### config.mk
export PLATFORM = sky130hd
export DESIGN_NAME = susmod_throttle
export DESIGN_NICKNAME = d
export VERILOG_FILES = /design/src/rtl/susmod_pkg.sv /design/src/rtl/susmod_prescale.sv /design/src/rtl/susmod_regs.sv /design/src/rtl/susmod_speedup.sv /design/src/rtl/susmod_seq.sv /design/src/rtl/susmod_throttle.sv
export SDC_FILE = /design/constraint.sdc
export NUM_CORES = 1
export LEC_CHECK = 0
export CELL_PAD_IN_SITES_DETAIL_PLACEMENT = 1
export CELL_PAD_IN_SITES_GLOBAL_PLACEMENT = 1
export CORE_MARGIN = 4
export CORE_UTILIZATION = 48
export CTS_CLUSTER_SIZE = 8
export DETAILED_ROUTE_END_ITERATION = 16
export GPL_ROUTABILITY_DRIVEN = 0
export GPL_TIMING_DRIVEN = 0
export PLACE_DENSITY_LB_ADDON = 0.05
export SYNTH_ARGS = -nofsm -noshare
export SYNTH_HDL_FRONTEND = slang
export SYNTH_SLANG_ARGS = --single-unit
### constraint.sdc
create_clock -name clk -period 3.5 [get_ports clk]
set_clock_uncertainty 0.15 [all_clocks]
set_input_delay 0.7 -clock clk [delete_from_list [all_inputs] [get_ports clk]]
set_output_delay 0.7 -clock clk [all_outputs]
set_load 0.05 [all_outputs]
### src/rtl/susmod_pkg.sv
package susmod_pkg;

  localparam logic [7:0] A_PMEN0    = 8'h80;
  localparam logic [7:0] A_PMEN1    = 8'h81;
  localparam logic [7:0] A_PMEN2    = 8'h82;
  localparam logic [7:0] A_IRQ_HOLD = 8'h8C;
  localparam logic [7:0] A_VID_HOLD = 8'h8D;
  localparam logic [7:0] A_RUN_LEN  = 8'h94;
  localparam logic [7:0] A_HALT_LEN = 8'h95;
  localparam logic [7:0] A_MOD_CTL  = 8'h96;

  localparam int B_GLOBAL  = 0;
  localparam int B_IDLE    = 1;
  localparam int B_IRQ_SPD = 3;
  localparam int B_VID_SPD = 4;
  localparam int B_MOD_EN  = 0;

  typedef enum logic {
    PH_RUN  = 1'b0,
    PH_HALT = 1'b1
  } phase_e;

  typedef struct packed {
    logic [7:0] pmen0;
    logic [7:0] pmen1;
    logic [7:0] pmen2;
    logic [7:0] irq_hold;
    logic [7:0] vid_hold;
    logic [7:0] run_len;
    logic [7:0] halt_len;
    logic [7:0] mod_ctl;
  } cfg_t;

  function automatic logic [7:0] dec_floor(input logic [7:0] v);
    return (v == 8'd0) ? 8'd0 : v - 8'd1;
  endfunction

  function automatic logic last_tick(input logic [7:0] remaining);
    return remaining <= 8'd1;
  endfunction

endpackage

### src/rtl/susmod_prescale.sv
module susmod_prescale #(
  parameter int CLK_PER_TICK = 3200,
  parameter int MS_TICKS     = 31
) (
  input  logic clk,
  input  logic rst_n,
  output logic tick,
  output logic ms_pulse
);
  localparam int PW = (CLK_PER_TICK > 1) ? $clog2(CLK_PER_TICK) : 1;
  localparam int MW = (MS_TICKS > 1) ? $clog2(MS_TICKS) : 1;
  localparam logic [PW-1:0] P_LAST = PW'(CLK_PER_TICK - 1);
  localparam logic [MW-1:0] M_LAST = MW'(MS_TICKS - 1);

  logic [PW-1:0] pre_cnt;
  logic [MW-1:0] ms_cnt;

  assign tick     = (pre_cnt == P_LAST);
  assign ms_pulse = tick && (ms_cnt == M_LAST);

  always_ff @(posedge clk or negedge rst_n) begin
    if (!rst_n) begin
      pre_cnt <= '0;
      ms_cnt  <= '0;
    end else begin
      pre_cnt <= tick ? '0 : pre_cnt + 1'b1;
      if (tick) ms_cnt <= (ms_cnt == M_LAST) ? '0 : ms_cnt + 1'b1;
    end
  end
endmodule

### src/rtl/susmod_regs.sv
module susmod_regs
  import susmod_pkg::*;
(
  input  logic       clk,
  input  logic       rst_n,
  input  logic       we,
  input  logic [7:0] addr,
  input  logic [7:0] wdata,
  output logic [7:0] rdata,
  output cfg_t       cfg
);
  always_ff @(posedge clk or negedge rst_n) begin
    if (!rst_n) begin
      cfg <= '0;
    end else if (we) begin
      case (addr)
        A_PMEN0:    cfg.pmen0    <= wdata;
        A_PMEN1:    cfg.pmen1    <= wdata;
        A_PMEN2:    cfg.pmen2    <= wdata;
        A_IRQ_HOLD: cfg.irq_hold <= wdata;
        A_VID_HOLD: cfg.vid_hold <= wdata;
        A_RUN_LEN:  cfg.run_len  <= wdata;
        A_HALT_LEN: cfg.halt_len <= wdata;
        A_MOD_CTL:  cfg.mod_ctl  <= wdata;
        default: ;
      endcase
    end
  end

  always_comb begin
    case (addr)
      A_PMEN0:    rdata = cfg.pmen0;
      A_PMEN1:    rdata = cfg.pmen1;
      A_PMEN2:    rdata = cfg.pmen2;
      A_IRQ_HOLD: rdata = cfg.irq_hold;
      A_VID_HOLD: rdata = cfg.vid_hold;
      A_RUN_LEN:  rdata = cfg.run_len;
      A_HALT_LEN: rdata = cfg.halt_len;
      A_MOD_CTL:  rdata = cfg.mod_ctl;
      default:    rdata = 8'd0;
    endcase
  end
endmodule

### src/rtl/susmod_speedup.sv
module susmod_speedup
  import susmod_pkg::*;
(
  input  logic       clk,
  input  logic       rst_n,
  input  logic       evt,
  input  logic       arm,
  input  logic [7:0] reload,
  input  logic       ms_pulse,
  output logic       active,
  output logic [7:0] tmr
);
  assign active = (tmr != 8'd0);

  always_ff @(posedge clk or negedge rst_n) begin
    if (!rst_n)             tmr <= 8'd0;
    else if (evt && arm)    tmr <= reload;
    else if (ms_pulse)      tmr <= dec_floor(tmr);
  end
endmodule

### src/rtl/susmod_seq.sv
module susmod_seq
  import susmod_pkg::*;
(
  input  logic       clk,
  input  logic       rst_n,
  input  logic       mod_en,
  input  logic       tick,
  input  logic [7:0] halt_len,
  input  logic [7:0] run_len,
  output phase_e     phase,
  output logic       boundary,
  output logic [7:0] remaining
);
  phase_e     nxt_phase;
  logic [7:0] nxt_len;

  assign boundary = mod_en && tick && last_tick(remaining);

  always_comb begin
    if (halt_len == 8'd0) begin
      nxt_phase = PH_RUN;
      nxt_len   = run_len;
    end else if (run_len == 8'd0) begin
      nxt_phase = PH_HALT;
      nxt_len   = halt_len;
    end else if (phase == PH_RUN) begin
      nxt_phase = PH_HALT;
      nxt_len   = halt_len;
    end else begin
      nxt_phase = PH_RUN;
      nxt_len   = run_len;
    end
  end

  always_ff @(posedge clk or negedge rst_n) begin
    if (!rst_n) begin
      phase     <= PH_RUN;
      remaining <= 8'd0;
    end else if (!mod_en) begin
      phase     <= PH_RUN;
      remaining <= 8'd0;
    end else if (boundary) begin
      phase     <= nxt_phase;
      remaining <= nxt_len;
    end else if (tick) begin
      remaining <= remaining - 8'd1;
    end
  end
endmodule

### src/rtl/susmod_throttle.sv
module susmod_throttle
  import susmod_pkg::*;
#(
  parameter int CLK_PER_TICK = 3200,
  parameter int MS_TICKS     = 31
) (
  input  logic       clk,
  input  logic       rst_n,
  input  logic       cfg_we,
  input  logic [7:0] cfg_addr,
  input  logic [7:0] cfg_wdata,
  output logic [7:0] cfg_rdata,
  input  logic       irq_evt,
  input  logic       vid_evt,
  output logic       susp_n
);
  cfg_t       cfg;
  logic       tick;
  logic       ms_pulse;
  logic       mod_en;
  logic       irq_arm;
  logic       vid_arm;
  logic       irq_active;
  logic       vid_active;
  logic [7:0] irq_tmr;
  logic [7:0] vid_tmr;
  logic       override;
  phase_e     phase;
  logic       phase_halt;
  logic       boundary;
  logic [7:0] remaining;

  susmod_prescale #(.CLK_PER_TICK(CLK_PER_TICK), .MS_TICKS(MS_TICKS)) u_pre (
    .clk(clk), .rst_n(rst_n), .tick(tick), .ms_pulse(ms_pulse)
  );

  susmod_regs u_regs (
    .clk(clk), .rst_n(rst_n), .we(cfg_we), .addr(cfg_addr),
    .wdata(cfg_wdata), .rdata(cfg_rdata), .cfg(cfg)
  );

  assign mod_en  = cfg.mod_ctl[B_MOD_EN];
  assign irq_arm = cfg.pmen0[B_IRQ_SPD];
  assign vid_arm = cfg.pmen0[B_VID_SPD];

  susmod_speedup u_irq (
    .clk(clk), .rst_n(rst_n), .evt(irq_evt), .arm(irq_arm),
    .reload(cfg.irq_hold), .ms_pulse(ms_pulse),
    .active(irq_active), .tmr(irq_tmr)
  );

  susmod_speedup u_vid (
    .clk(clk), .rst_n(rst_n), .evt(vid_evt), .arm(vid_arm),
    .reload(cfg.vid_hold), .ms_pulse(ms_pulse),
    .active(vid_active), .tmr(vid_tmr)
  );

  assign override = irq_active | vid_active;

  susmod_seq u_seq (
    .clk(clk), .rst_n(rst_n), .mod_en(mod_en), .tick(tick),
    .halt_len(cfg.halt_len), .run_len(cfg.run_len),
    .phase(phase), .boundary(boundary), .remaining(remaining)
  );

  assign phase_halt = (phase == PH_HALT);
  assign susp_n     = ~(mod_en & phase_halt & ~override);
endmodule

==> flow_results.org, run 1 <==
** Global routing
- Antenna violations before repair :: 0
- Number of global-route vias before repair :: 4710
- Entering global routing, the biggest net connects 72 pins.
- For this run, the total global-route usage over all layers was measured as 0.249.
- GRT overflow :: 0
- Global-route wire length before repair :: 25000 µm

** Logic synthesis
- The cell area that synthesis handed to floorplanning was 5420 µm².
- Of all cell types, the one taking the most synthesized area is dfrtp_1.
- The most common cell in the synthesized netlist is dfrtp_1.
- The commonest cells after synthesis are 106 x dfrtp_1, 65 x mux2_2, 60 x nor2_1.
- Yosys mapped a number of flops with a built-in enable equal to 0.
- YS warnings :: 0
- Share of Yosys cell area claimed by the top area cell type :: 0.489
- In the synthesized netlist the async set-or-reset flop fraction comes to 1.00.
- The share of the Yosys chip area taken by registers is 0.489.
- Number of library cell types mapped by synthesis :: 54
- The synthesized design contains 106 register bits.
- Largest cells by area after synthesis :: dfrtp_1 49%, mux2_2 14%, nor2_1 4.2%
- Syn_area_per_cell :: 10.7 µm²
- The most used flip-flop cell after synthesis is dfrtp_1.
- Post-synthesis cell count :: 506
- Synthesized net count :: 536

** Routing
- Violation count after the first detailed-routing iteration :: 289
- Via count :: 4264
- Post-detailed-route count of antenna-violating nets :: 0
- Dividing the detail-routed via count by the number of cells gives 6.09.
- Wires add up to 15400 µm.
- After detailed routing, the number of remaining DRC violations is 0.
- In the final routed layout, each cell accounts on average for 22.1 µm.
- The first TritonRoute pass finished after 4 iterations.

** Final layout
- The number of antenna diodes in the final layout is 0.
- Net count of the finished layout :: 585
- Of the cells placed in the final design, the portion with a size suffix greater than 1 is 0.255.
- Layout-stage area growth over the synthesis result :: 18.5%
- Post-Layout Inst Area :: 6420 µm²
- Core occupancy in the finished layout :: 0.587

** Clock tree
- Clock tree synthesis inserted a total of 9 buffers.
- Number of H-tree levels :: 3
- TritonCTS built the clock tree.
- Clock Latency Late Sink :: 0.35 ns
- Clock-pin slew was measured on the worst setup and hold paths at 0.08 ns.
- After clock tree synthesis, the flow added hold-fix buffers numbering 0.
- CTS root buf :: clkbuf_16
- The clock passes through at most 2 buffers.
- Number of sinks driven by the clock tree :: 106

** Worst setup path
- STA classifies the critical path startpoint as a primary input.
- Data on the critical path arrives at its endpoint at 2.59 ns.
- The worst setup path is of the primary input to primary output kind.
- Data on the critical path is required at its endpoint by 2.65 ns.
- Worst Path Max Fanout :: 9
- For this run, the slowest stage of the critical path takes 0.45 ns.
- The worst setup path is captured at a primary output.
- Cells along the critical path :: clkdlybuf4s50_1, nor3b_4, nand2b_1, or3_4, o22ai_2, a221o_1, buf_4
- The slowest stage of the critical path belongs to the cell clkdlybuf4s50_1.

** STA
- Measured against its own limit, the worst slew margin works out to 0.410.
- Setup violations remaining at the end of the flow were counted as 0.
- The number of failing hold endpoints at the final stage came to 0.
- Minimum period implied by the final worst setup slack :: 3.44 ns
- Of the available clock period, the critical path in the final layout requires 0.982.
- Across all hold checks on the routed design, the worst slack comes to 0.159 ns.
- Worst slew pin tran :: 0.882 ns
- The number of max-slew violations in the final report came to 0.
- Timing would allow up to 291 MHz.
- Setup repair after global routing could not meet its margin everywhere.

** Place
- Detailed placement ended at an HPWL of 10600 µm.
- Placement-stage cell area :: 5910 µm²
- Buffers added on ports :: 29

** Outcome
- Status :: completed

** Pwr
- The analysis attributes to cell leakage a power of 2.89 nW.
- Across the VDD grid, the largest voltage drop is 363 µV.
- Power comes to 2.82 mW.
- In this run the power density over the cells is 439 nW/µm².

** Floorplanning
- The initialized floorplan defines 38 standard-cell rows.
- The die covers 13100 µm².
- 30 I/O pins were placed.
- Effective utilization at floorplan :: 0.496
- Vert. Die Dim :: 114 µm
- The total area inside the core boundary comes to 10900 µm².
- Measured along the x axis, the die boundary spans 114 µm.

** Min path
- The worst hold path belongs to the class primary input to asynchronous set/reset pin.

** Job
- The tool flagged a number of max-cap violations equal to 0.
-- worst paths after layout --
kind	from	to	slack, ns	cells past startpoint
worst max-delay path	cfg_addr[5]	cfg_rdata[6]	0.06	7
worst min-delay path	rst_n	u_irq.tmr[6]	0.16	1
worst max register to register	u_pre.pre_cnt[0]	u_irq.tmr[5]	0.80	6
worst min register to register	u_pre.pre_cnt[6]	u_pre.pre_cnt[6]	0.32	1
max in group asynchronous	rst_n	u_regs.cfg[62]	2.32	2
min in group clk	u_pre.pre_cnt[6]	u_pre.pre_cnt[6]	0.32	1
-- layer usage --
metal	GRT usage	up-vias	routed length [µm]
li1	-	1975	-
met1	0.316	2199	6640
met2	0.420	65	7870
met3	0.0629	25	576
met4	0.0792	0	355
met5	0	-	0
-- worst max-delay path, delay by kind of cell --
kind | cells | cell delay, ns
buf+inv | 2 | 0.65
simple gates | 3 | 0.80
compound gates | 2 | 0.43
-- metrics by stage --
stage | TNS [ns] | setup WS [ns] | instances
after detailed placement | -9.76 | -1.21 | 676
after floorplan | 0 | 0.274 | 506
after CTS | 0 | 0.00183 | 696
after global routing | -0.0614 | -0.0220 | 700
after global placement | -275.02 | -2.52 | 675
final | 0 | 0.0626 | 700
-- state kept, by name, summed over array words and instances (netlist names) --
register and cells:
u_irq.tmr 8, u_pre.ms_cnt 5, u_pre.pre_cnt 12, u_regs.cfg 64, u_seq.phase 1, u_seq.remaining 8, u_vid.tmr 8
-- timing repair --
item	CTS	global route
resized for setup	74	26
pin swaps	2	3
setup buffers	5	4
endpoints found under the setup margin	9	9
-- cell type report --
cell class / instances / area [µm²]
repair buffers: 39 / 362
well taps: 140 / 175
clock inverters: 7 / 66.3
inverters: 14 / 52.6
clock buffers: 9 / 225
flip-flops and latches: 106 / 2650
plain buffers: 17 / 106
multi-input cells: 368 / 2780
fillers: 1168 / 4510
-- power breakdown --
group	leakage, nW	internal [mW]	switching [mW]
sequential	1.41	1.32	0.123
combinational	1.34	0.159	0.194
clock	0.145	0.505	0.513
total	2.89	1.99	0.830
-- cells by family after synthesis --
kind of cell | share of synthesized area
flops | 0.489
buf+inv | 0.0245
fa+ha+maj | 0.0208
simple gates | 0.170
mux | 0.174
compound gates | 0.102
xor+xnor | 0.0194
-- layout by cell type, fill, tap and decap left out, drive strengths merged, types with 3 or more instances in the layout --
master and instances:
dfrtp 106, mux2 65, nor2 60, a21oi 31, nand2 27, buf 25, mux2i 21, clkbuf 21
nand3 20, inv 19, clkdlybuf4s50 18, nor4 14, o21ai 13, nand4 10, nor3 10, o22ai 10
a31oi 9, ha 9, a221o 8, xor2 7, or4 7, xnor2 5, nand3b 4, a221oi 4
or4b 4, nand2b 3, and3 3, o31ai 3
Power figures use the tool's default switching activity.
==> inputs of run 2 (changes only) <==
CORE_ASPECT_RATIO = 0.9   (was unset)
==> run 2 against run 1 <==
- hold slack better by 0.12 ns
- final area decreased by 0.31%
- worst setup slack better by 0.045 ns
- non-clock buffer count increased by 1
- cell count is 1.9% higher
- register-to-register slack worse by 0.02 ns
- critical endpoint is now cfg_rdata[5]
- largest cell class unchanged
==> flow_results.org, run 2 (synthesized netlist as in run 1, its figures left out) <==
** STA
- The period utilization was 0.969 (-0.0128).
- Relative slew margins :: 0.422 (+0.0126)
- Final Max Slew Viols :: 0 (unchanged)
- Minimum period implied by the final worst setup slack :: 3.39 ns (-0.0447 ns)
- The actual slew at the worst max-slew pin is 0.864 ns (-0.0188 ns).
- The slack of the critical path came to 0.107 ns (+0.0447 ns).
- The number of failing hold endpoints at the final stage is 0 (unchanged).
- The final setup violation count is 0 (unchanged).
- Total negative slack :: 0 ns (unchanged)
- Max frequency :: 295 MHz (+1.3%)

** Clock tree
- CTS placed an instance of clkbuf_16 at the clock tree root.
- CTS tree :: yes
- Number of sinks driven by the clock tree :: 106 (unchanged)
- Number of H-tree levels :: 3 (unchanged)
- CTS Buffer Depth :: 2 (unchanged)
- The worst-skew pair later-pin latency came to 0.37 ns (+0.02 ns).
- The total CTS buffers came to 9 (unchanged).
- The number of hold buffers added after CTS is 0 (unchanged).
- The clock-pin slew reported for the worst setup and hold paths after clock tree synthesis is 0.07 ns (about the same).

** Global routing
- Antenna violations before repair :: 0 (unchanged)
- GRT overflow :: 0 (unchanged)
- The largest net degree at the start of global routing is 66 (-8.3%).
- The total global routing track utilization came to 0.248 (-0.00147).
- The via count of the first global-routing pass was 4544 (-3.5%).
- Global-route wire length before repair :: 24700 µm (-1.2%)

** Min path
- Worst hold path class :: primary input to asynchronous set/reset pin

** Routing
- The remaining routing DRC violations is 0 (unchanged).
- Post-detailed-route count of antenna-violating nets :: 0 (unchanged)
- The mean number of vias per cell is 6.04 (-0.81%).
- The total vias in the final route is 4308 (+1.0%).
- The total wire length after detailed routing came to 15300 µm (-1.1%).
- Iteration count of the initial detailed-routing pass :: 4 (unchanged)
- Violation count after the first detailed-routing iteration :: 208 (-28%)
- The routed wire length per instance came to 21.4 µm (-2.9%).

** Worst setup path
- Worst Path Required :: 2.65 ns (about the same)
- The maximum fanout encountered on the critical timing path is 9 (unchanged).
- The signal arrival time at the worst endpoint was 2.54 ns (-0.05 ns).
- Startpoint kind of the worst setup timing path :: primary input
- Endpoint type of the worst setup path :: primary output
- Critical setup path kind :: primary input to primary output

** Pwr
- Peak ir drop on the vdd network :: 333 µV (-8.1%)
- Pwr Total :: 2.84 mW (+0.66%)
- The power density over the cells is 443 nW/µm² (+0.98%).
- Total leakage power :: 2.90 nW (+0.42%)

** Final layout
- In the final layout, the registers with the most flip-flops are u_regs.cfg x64, u_pre.pre_cnt x12.
- Commonest non-fill, non-tap cell in the layout :: dfrtp_1
- Layout fillers :: 1192 (+2.1%)
- The number of flip-flops under the largest register name was 64 (unchanged).
- Net count of the finished layout :: 586 (+0.17%)
- Count of placed standard cells in the final layout, fillers left out :: 713 (+1.9%)
- The post-route cell area was 6400 µm² (-0.31%).
- Layout-stage area growth over the synthesis result :: 18.1%
- More flip-flops sit in one register than any other, and that register is u_regs.cfg.
- The library cells used most frequently in the layout, excluding fill and tap cells, are 106 x dfrtp_1, 65 x mux2_2, 60 x nor2_1.
- The diode insertion count for antenna repair was 0 (unchanged).
- The layout cell share with drive strength beyond 1 was 0.241 (-0.0147).

** Floorplanning
- The area enclosed by the die boundary was 13100 µm² (about the same).
- Area inside the core boundary :: 10900 µm² (about the same)
- The width of the die is 120 µm (+5.0%).
- Total I/O pin count :: 30 (unchanged)
- Effective utilization at floorplan :: 0.495 (about the same)
- Number of rows created at floorplan :: 36 (-5.3%)
- Vert. Die Dim :: 109 µm (-4.8%)

** Job
- Max-cap viol count :: 0 (unchanged)

** Place
- Estimated wirelength of the detail-placed design :: 10700 µm (+1.1%)
- The instance count after placement with tap cells included came to 688 (+1.8%).
- The minimum setup slack after placement was -1.24 ns (-0.0267 ns).
- The count of input and output buffers came to 29 (unchanged).
- The total cell area at the placement stage came to 5920 µm² (+0.13%).

** Outcome
- Status :: completed
## run 2: cell types whose count changed in the layout (fill, tap and decap cells not counted), moves of 2 or more
| cell | delta |
|---|---|
| clkinv_8 | +2 |
| o22ai_1 | +2 |
| a21oi_2 | -4 |
| inv_6 | -4 |
| mux2i_2 | -3 |
| mux2i_1 | +4 |
| a21oi_1 | +3 |
| buf_4 | +2 |
## run 2: final cells by class
cell class / instances / area, µm² / area share
repair buffers: 40 / 358 / 0.0559
clock inverters: 7 / 82.6 / 0.0129
clock buffers: 9 / 225 / 0.0352
inverters: 14 / 52.6 / 0.00821
flip-flops and latches: 106 / 2650 / 0.414
multi-input cells: 368 / 2730 / 0.427
plain buffers: 17 / 106 / 0.0166
well taps: 152 / 190 / 0.0297
## run 2: final timing paths
check / start / cells past startpoint / end / slack, ns
worst max register to register: u_pre.pre_cnt[0] / 6 / u_irq.tmr[5] / 0.78
worst max-delay path: cfg_addr[7] / 7 / cfg_rdata[5] / 0.11
max in group asynchronous: rst_n / 2 / u_regs.cfg[5] / 2.19
min in group clk: u_pre.pre_cnt[6] / 1 / u_pre.pre_cnt[6] / 0.34
worst min register to register: u_pre.pre_cnt[6] / 1 / u_pre.pre_cnt[6] / 0.34
worst min-delay path: rst_n / 1 / u_regs.cfg[52] / 0.28
## run 2: power by group
part	total (mW)	internal (mW)	switching, mW	leakage (nW)
clock network	1.05	0.512	0.536	0.147
logic	0.348	0.156	0.192	1.35
registers	1.44	1.32	0.117	1.41
total	2.84	1.99	0.846	2.90
## run 2: what timing repair did
| item | 4_1_cts | 5_1_grt |
|---|---|---|
| gates resized for setup | 67 | 19 |
| pin swaps | 3 | 3 |
| endpoints found under the setup margin | 9 | 9 |
| buffers inserted | 5 | 5 |
## run 2: metal layers
layer  share of wire  vias up  wire (µm)  GRT usage
met5               0        -          0          0
li1                -     1982          -          -
met1            0.45     2242       6850      0.330
met4           0.013        0        202     0.0654
met3           0.043       15        657     0.0503
met2            0.50       69       7570      0.418
## run 2: through the flow
stage | utilization | hold WS [ns]
after global routing | 0.585 | 0.347
final | 0.585 | 0.282
after floorplan | - | 0.254
after detailed placement | 0.541 | 0.326
after global placement | 0.539 | 0.310
after CTS | 0.578 | 0.314
## run 2: worst max-delay path, stage by stage
cell and delay, ns:
clkdlybuf4s50_1 0.47, nor3b_4 0.21, nand2b_1 0.10, or3_4 0.41, o22ai_2 0.27, a221o_1 0.15, clkbuf_4 0.23
